$ cat config.mk
export PLATFORM = sky130hd
export DESIGN_NAME = scan_ckpt_mgr
export DESIGN_NICKNAME = d
export VERILOG_FILES = /design/src/rtl/scan_ckpt_pkg.sv /design/src/rtl/scan_shift_counter.sv /design/src/rtl/scan_loop_path.sv /design/src/rtl/checkpoint_tally.sv /design/src/rtl/scan_ckpt_mgr.sv
export SDC_FILE = /design/constraint.sdc
export NUM_CORES = 1
export LEC_CHECK = 0
export ABC_AREA = 1
export BUFFER_PORTS_ARGS = -buffer_cell sky130_fd_sc_hd__buf_2
export CORE_AREA = 4 4 45 47
export CTS_BUF_LIST = sky130_fd_sc_hd__clkbuf_16
export DETAILED_ROUTE_END_ITERATION = 8
export DIE_AREA = 0 0 49 51
export PLACE_DENSITY = 0.74
export SLEW_MARGIN = 25
export SYNTH_ARGS = -nofsm -noshare
export SYNTH_HDL_FRONTEND = slang
export SYNTH_SLANG_ARGS = --single-unit
$ cat constraint.sdc
create_clock -name clk_i -period 1.6 [get_ports clk_i]
set_clock_uncertainty 0.15 [all_clocks]
set_input_delay 0.4 -clock clk_i [delete_from_list [all_inputs] [get_ports clk_i]]
set_output_delay 0.4 -clock clk_i [all_outputs]
set_load 0.01 [all_outputs]
$ cat src/rtl/scan_ckpt_pkg.sv
package scan_ckpt_pkg;
    typedef enum logic [1:0] {
        ST_IDLE   = 2'd0,
        ST_FREEZE = 2'd1,
        ST_SHIFT  = 2'd2,
        ST_DONE   = 2'd3
    } ckpt_state_e;

    typedef struct packed {
        logic func_en;
        logic busy;
        logic shift;
        logic done;
    } ckpt_ctrl_t;
endpackage

$ cat src/rtl/scan_shift_counter.sv
module scan_shift_counter #(
    parameter int CHAIN_LEN = 24
) (
    input  logic clk_i,
    input  logic rst_ni,
    input  logic run_i,
    output logic last_o
);
    localparam int CW = (CHAIN_LEN > 1) ? $clog2(CHAIN_LEN) : 1;
    localparam logic [CW-1:0] LAST = CW'(CHAIN_LEN - 1);

    logic [CW-1:0] cnt_q;

    always_ff @(posedge clk_i or negedge rst_ni) begin
        if (!rst_ni) begin
            cnt_q <= '0;
        end else if (run_i) begin
            cnt_q <= (cnt_q == LAST) ? '0 : cnt_q + 1'b1;
        end else begin
            cnt_q <= '0;
        end
    end

    assign last_o = run_i && (cnt_q == LAST);
endmodule

$ cat src/rtl/scan_loop_path.sv
module scan_loop_path (
    input  logic shift_i,
    input  logic tail_i,
    output logic head_o,
    output logic host_bit_o,
    output logic host_valid_o
);
    always_comb begin
        head_o       = shift_i ? tail_i : 1'b0;
        host_bit_o   = shift_i ? tail_i : 1'b0;
        host_valid_o = shift_i;
    end
endmodule

$ cat src/rtl/checkpoint_tally.sv
module checkpoint_tally #(
    parameter int ID_W = 8
) (
    input  logic            clk_i,
    input  logic            rst_ni,
    input  logic            inc_i,
    output logic [ID_W-1:0] id_o
);
    logic [ID_W-1:0] id_q;

    always_ff @(posedge clk_i or negedge rst_ni) begin
        if (!rst_ni) begin
            id_q <= '0;
        end else if (inc_i) begin
            id_q <= id_q + 1'b1;
        end
    end

    assign id_o = id_q;
endmodule

$ cat src/rtl/scan_ckpt_mgr.sv
module scan_ckpt_mgr
    import scan_ckpt_pkg::*;
#(
    parameter int CHAIN_LEN = 24,
    parameter int ID_W      = 8
) (
    input  logic            clk_i,
    input  logic            rst_ni,
    input  logic            ckpt_req_i,
    input  logic            chain_tail_i,
    output logic            chain_head_o,
    output logic            chain_shift_o,
    output logic            func_en_o,
    output logic            busy_o,
    output logic            host_bit_o,
    output logic            host_valid_o,
    output logic            snap_done_o,
    output logic [ID_W-1:0] snap_id_o
);
    ckpt_state_e state_q, state_d;
    ckpt_ctrl_t  ctrl;
    logic        shift_last;
    logic        accept;

    assign accept = (state_q == ST_IDLE) && ckpt_req_i;

    // next-state logic
    always_comb begin
        state_d = state_q;
        unique case (state_q)
            ST_IDLE:   if (ckpt_req_i) state_d = ST_FREEZE;   // accept
            ST_FREEZE: state_d = ST_SHIFT;                    // start
            ST_SHIFT:  if (shift_last) state_d = ST_DONE;     // last
            ST_DONE:   state_d = ST_IDLE;                     // resume
            default:   state_d = ST_IDLE;
        endcase
    end

    // state register
    always_ff @(posedge clk_i or negedge rst_ni) begin
        if (!rst_ni) begin
            state_q <= ST_IDLE;
        end else begin
            state_q <= state_d;
        end
    end

    // output decode
    always_comb begin
        ctrl = '{func_en: 1'b1, busy: 1'b0, shift: 1'b0, done: 1'b0};
        unique case (state_q)
            ST_IDLE:   ctrl = '{func_en: 1'b1, busy: 1'b0, shift: 1'b0, done: 1'b0};
            ST_FREEZE: ctrl = '{func_en: 1'b0, busy: 1'b1, shift: 1'b0, done: 1'b0};
            ST_SHIFT:  ctrl = '{func_en: 1'b0, busy: 1'b1, shift: 1'b1, done: 1'b0};
            ST_DONE:   ctrl = '{func_en: 1'b0, busy: 1'b1, shift: 1'b0, done: 1'b1};
            default:   ctrl = '{func_en: 1'b1, busy: 1'b0, shift: 1'b0, done: 1'b0};
        endcase
    end

    assign func_en_o     = ctrl.func_en;
    assign busy_o        = ctrl.busy;
    assign chain_shift_o = ctrl.shift;
    assign snap_done_o   = ctrl.done;

    scan_shift_counter #(.CHAIN_LEN(CHAIN_LEN)) i_shift_cnt (
        .clk_i  (clk_i),
        .rst_ni (rst_ni),
        .run_i  (ctrl.shift),
        .last_o (shift_last)
    );

    scan_loop_path i_loop (
        .shift_i      (ctrl.shift),
        .tail_i       (chain_tail_i),
        .head_o       (chain_head_o),
        .host_bit_o   (host_bit_o),
        .host_valid_o (host_valid_o)
    );

    checkpoint_tally #(.ID_W(ID_W)) i_tally (
        .clk_i  (clk_i),
        .rst_ni (rst_ni),
        .inc_i  (accept),
        .id_o   (snap_id_o)
    );

    // loopback keeps the chain contents circulating
    assert_loopback_R4: assert property (@(posedge clk_i) disable iff (!rst_ni)
        chain_shift_o |-> (chain_head_o == chain_tail_i));

    // host sees the same bit that re-enters the chain
    assert_host_bit_R5: assert property (@(posedge clk_i) disable iff (!rst_ni)
        host_valid_o |-> (host_bit_o == chain_tail_i));

    // the functional enable never overlaps shifting
    assert_frozen_shift_R7: assert property (@(posedge clk_i) disable iff (!rst_ni)
        chain_shift_o |-> !func_en_o);

    // Done is only reached straight from a shift cycle
    assert_done_after_shift_R3: assert property (@(posedge clk_i) disable iff (!rst_ni)
        $rose(snap_done_o) |-> $past(chain_shift_o));

    // the tag steps by one when a snapshot starts
    assert_tag_step_R8: assert property (@(posedge clk_i) disable iff (!rst_ni)
        $rose(busy_o) |-> (snap_id_o == ID_W'($past(snap_id_o) + 1'b1)));

    // requests during a snapshot leave the tag untouched
    assert_ignore_busy_R9: assert property (@(posedge clk_i) disable iff (!rst_ni)
        (busy_o && ckpt_req_i) |=> $stable(snap_id_o));
endmodule

==> metrics.yaml <==
slew_violations: 0
cp-end-kind: "primary output"
grtUsageTotal_pct: 13.8
peakVddDrop_v: 0.00112
dp_cells: 121
crit_slowest_cell: "dfrtp_2"
crit_chain: "inv_2 > ha_2 > inv_1 > buf_2"
clk_pin_slew_ns: 0.05
syn_area_um2: 806
diodes: 0
io_pins: 19
antenna_found_initial: 0
r2r_cells: 9
finalSetupViolCount: 6
worstSkewPairLatency_ns: 0.24
post-route-period-util_pct: 104
rsz0062_at_grt: "true"
hp-class: "register to register"
min_to: "i_shift_cnt.cnt_q[0]"
drive_gt1_share_pct: 37.4
ant_nets: 0
htree_levels: 1
cp_max_fo: 5
dp_hpwl_mm: 1.08
io_buffers: 18
tightestPinTransition_ns: 0.326
syn_to_final_growth_pct: 33.9
clk_path_buf_depth: 2
worstReg2RegStart: "state_q[0]"
critPathTopFamily: "flip-flops"
grt_max_degree: 16
rows: 15
status: "finished, violations left"
die_area_mm2: 0.00250
stdcell_count: 132
initial_core_util_pct: 48.8
relSlewSlack_pct: 78.3
fmax_mhz: 600
drc: 0
power.density_mw_per_mm2: 1820
synth_warnings: 0
clock_sinks: 15
setup.worst_path.class: "register to primary output"
drt-initial-drc-count: 8
arrival_ns: 1.12
syn_nets: 99
fin_setup_tns_ns: -0.250
netlist_instances: 88
whs_ns: 0.314
first_global_vias: 621
cp_slowest_stage_delay_ns: 0.45
overflow: 0
syn_area_per_cell_um2: 9.16
finalWirelength_mm: 1.58
viasPerCell: 4.94
min_path_cells: 1
holdCritStartpoint: "i_shift_cnt.cnt_q[0]"
gp_congestion: 0.763
fin_crit_ns: 1.67
r2r_setup_slack_ns: -0.01
final_net_count: 127
r2r_end: "i_tally.id_o[6]"
p_total_mw: 1.96
wl_per_cell_um: 12.0
first_pass_iters: 5
die_w_um: 49
cts_inserted_buffers: 3
clock-root-buffer: "clkbuf_16"
violations: "negative setup slack"
drv_cap: 0
synth_seq_cells: 15
worstPathBufferInverterCount: 3
critPathLaunchType: "register"
worstPathRequired_ns: 1.05
ys_seq_area_share_pct: 46.6
synth_cell_types: 20
cts_tree: "built"
die_h_um: 51
core_mm2: 0.00165
grt_pass1_wl_mm: 2.79
leakagePower_nw: 0.586
vias: 652
setup_slack_ns: -0.0657
hold_viol_final: 0
[cells by family (layout without fill, tap and decap cells)]
logic type | count (synthesis) | after routing | share of synthesized area (%)
flops | 15 | 15 | 46.6
xor+xnor | 5 | 5 | 5.44
compound gates | 4 | 4 | 2.95
fa+ha+maj | 7 | 7 | 10.9
simple gates | 40 | 40 | 24.4
mux | 1 | 1 | 1.40
buf+inv | 16 | 43 | 8.38
[registers in the layout (all words and copies together), names as in the netlist]
signal / count
i_tally.id_o: 8
i_shift_cnt.cnt_q: 5
state_q: 2
[per-stage QoR]
| stage | setup slack [ns] | cell area (um^2) | utilization (%) |
|---|---|---|---|
| after CTS | -0.0585 | 1030 | 62.7 |
| after global placement | 0.0957 | 905 | 54.8 |
| after detailed placement | 0.0456 | 905 | 54.8 |
| after floorplan | 0.0157 | 808 | - |
| final | -0.0657 | 1080 | 65.3 |
| after global routing | -0.128 | 1080 | 65.3 |
[where the power goes]
part,switching [mW],internal (mW)
sequential,0.136,0.498
clock,0.142,0.330
combinational,0.447,0.411
total,0.725,1.24
[synthesized netlist by cell type]
cell type / count / area, um^2
xnor2_1: 2 / 17.5
mux2_2: 1 / 11.3
nand3_1: 5 / 25.0
dfrtp_1: 15 / 375
nor2_4: 2 / 22.5
inv_1: 14 / 52.6
o21ai_0: 1 / 5.00
nor2_1: 6 / 22.5
nand3_2: 1 / 10.0
nand2_2: 3 / 18.8
nand2_1: 19 / 71.3
a211oi_1: 1 / 7.51
ha_1: 7 / 87.6
a21oi_1: 1 / 5.00
nor2_2: 1 / 6.26
xor2_1: 3 / 26.3
buf_4: 2 / 15.0
nand3b_1: 1 / 7.51
a31oi_1: 1 / 6.26
nand4_1: 2 / 12.5
[cell type report]
cell class / count / area (um^2)
repair buffers: 25 / 164
multi-input cells: 57 / 385
fillers: 136 / 573
inverters: 14 / 52.6
well taps: 17 / 21.3
clock inverters: 1 / 3.75
flip-flops and latches: 15 / 377
clock buffers: 3 / 75.1
[worst max path at each step]
stage          startpoint  slack, ns  depth (start not counted)              end
2_1_floorplan  state_q[0]       0.02                          5       host_bit_o
3_3_place_gp   state_q[0]        0.1                          5     chain_head_o
3_5_place_dp   state_q[0]       0.05                          5       host_bit_o
4_1_cts        state_q[1]      -0.06                          4       host_bit_o
5_1_grt        state_q[0]      -0.13                          9  i_tally.id_o[6]
6_report       state_q[1]      -0.07                          4           busy_o
[routing by layer]
layer  wire (um)  vias up  global-route usage (%)
met2         813        9                    23.7
met5           0        -                       0
li1            -      325                       -
met1         692      314                    16.8
met3          51        4                    2.92
met4          21        0                    5.38
[worst register-to-register path, cell delays in order, from the launching register on]
cell	delay (ns)
dfrtp_1	0.38
inv_2	0.10
buf_4	0.11
ha_1	0.22
nand2_2	0.12
nor2_4	0.14
nand2_1	0.08
nor2_2	0.10
nand3b_1	0.08
nand2_1	0.06
[placed cells by master (no fill, tap or decap)]
cell type	synthesis	routed
dfrtp_2	0	1
ha_1	7	5
dfrtp_1	15	14
nand3b_1	1	1
nand2_1	19	18
buf_4	2	6
nor2_1	6	6
nand3_2	1	2
nand4_1	2	2
buf_2	0	15
inv_2	0	3
ha_4	0	1
xnor2_1	2	2
clkbuf_16	0	3
nand3_1	5	4
ha_2	0	1
a211oi_1	1	1
o21ai_0	1	1
xor2_1	3	3
inv_1	14	12
buf_6	0	3
dlygate4sd3_1	0	1
nor2_2	1	1
nor2_4	2	2
a31oi_1	1	1
mux2_2	1	1
a21oi_1	1	1
nand2_2	3	4
[what timing repair did]
item / CTS / global route
hold endpoints to repair: 15 / 0
pin swaps: 1 / 0
buffers inserted: 4 / 2
gates cloned: 0 / 0
gates resized for setup: 4 / 7
setup endpoints to repair: 6 / 11
hold buffers: 1 / 0
Power figures use the tool's default switching activity.
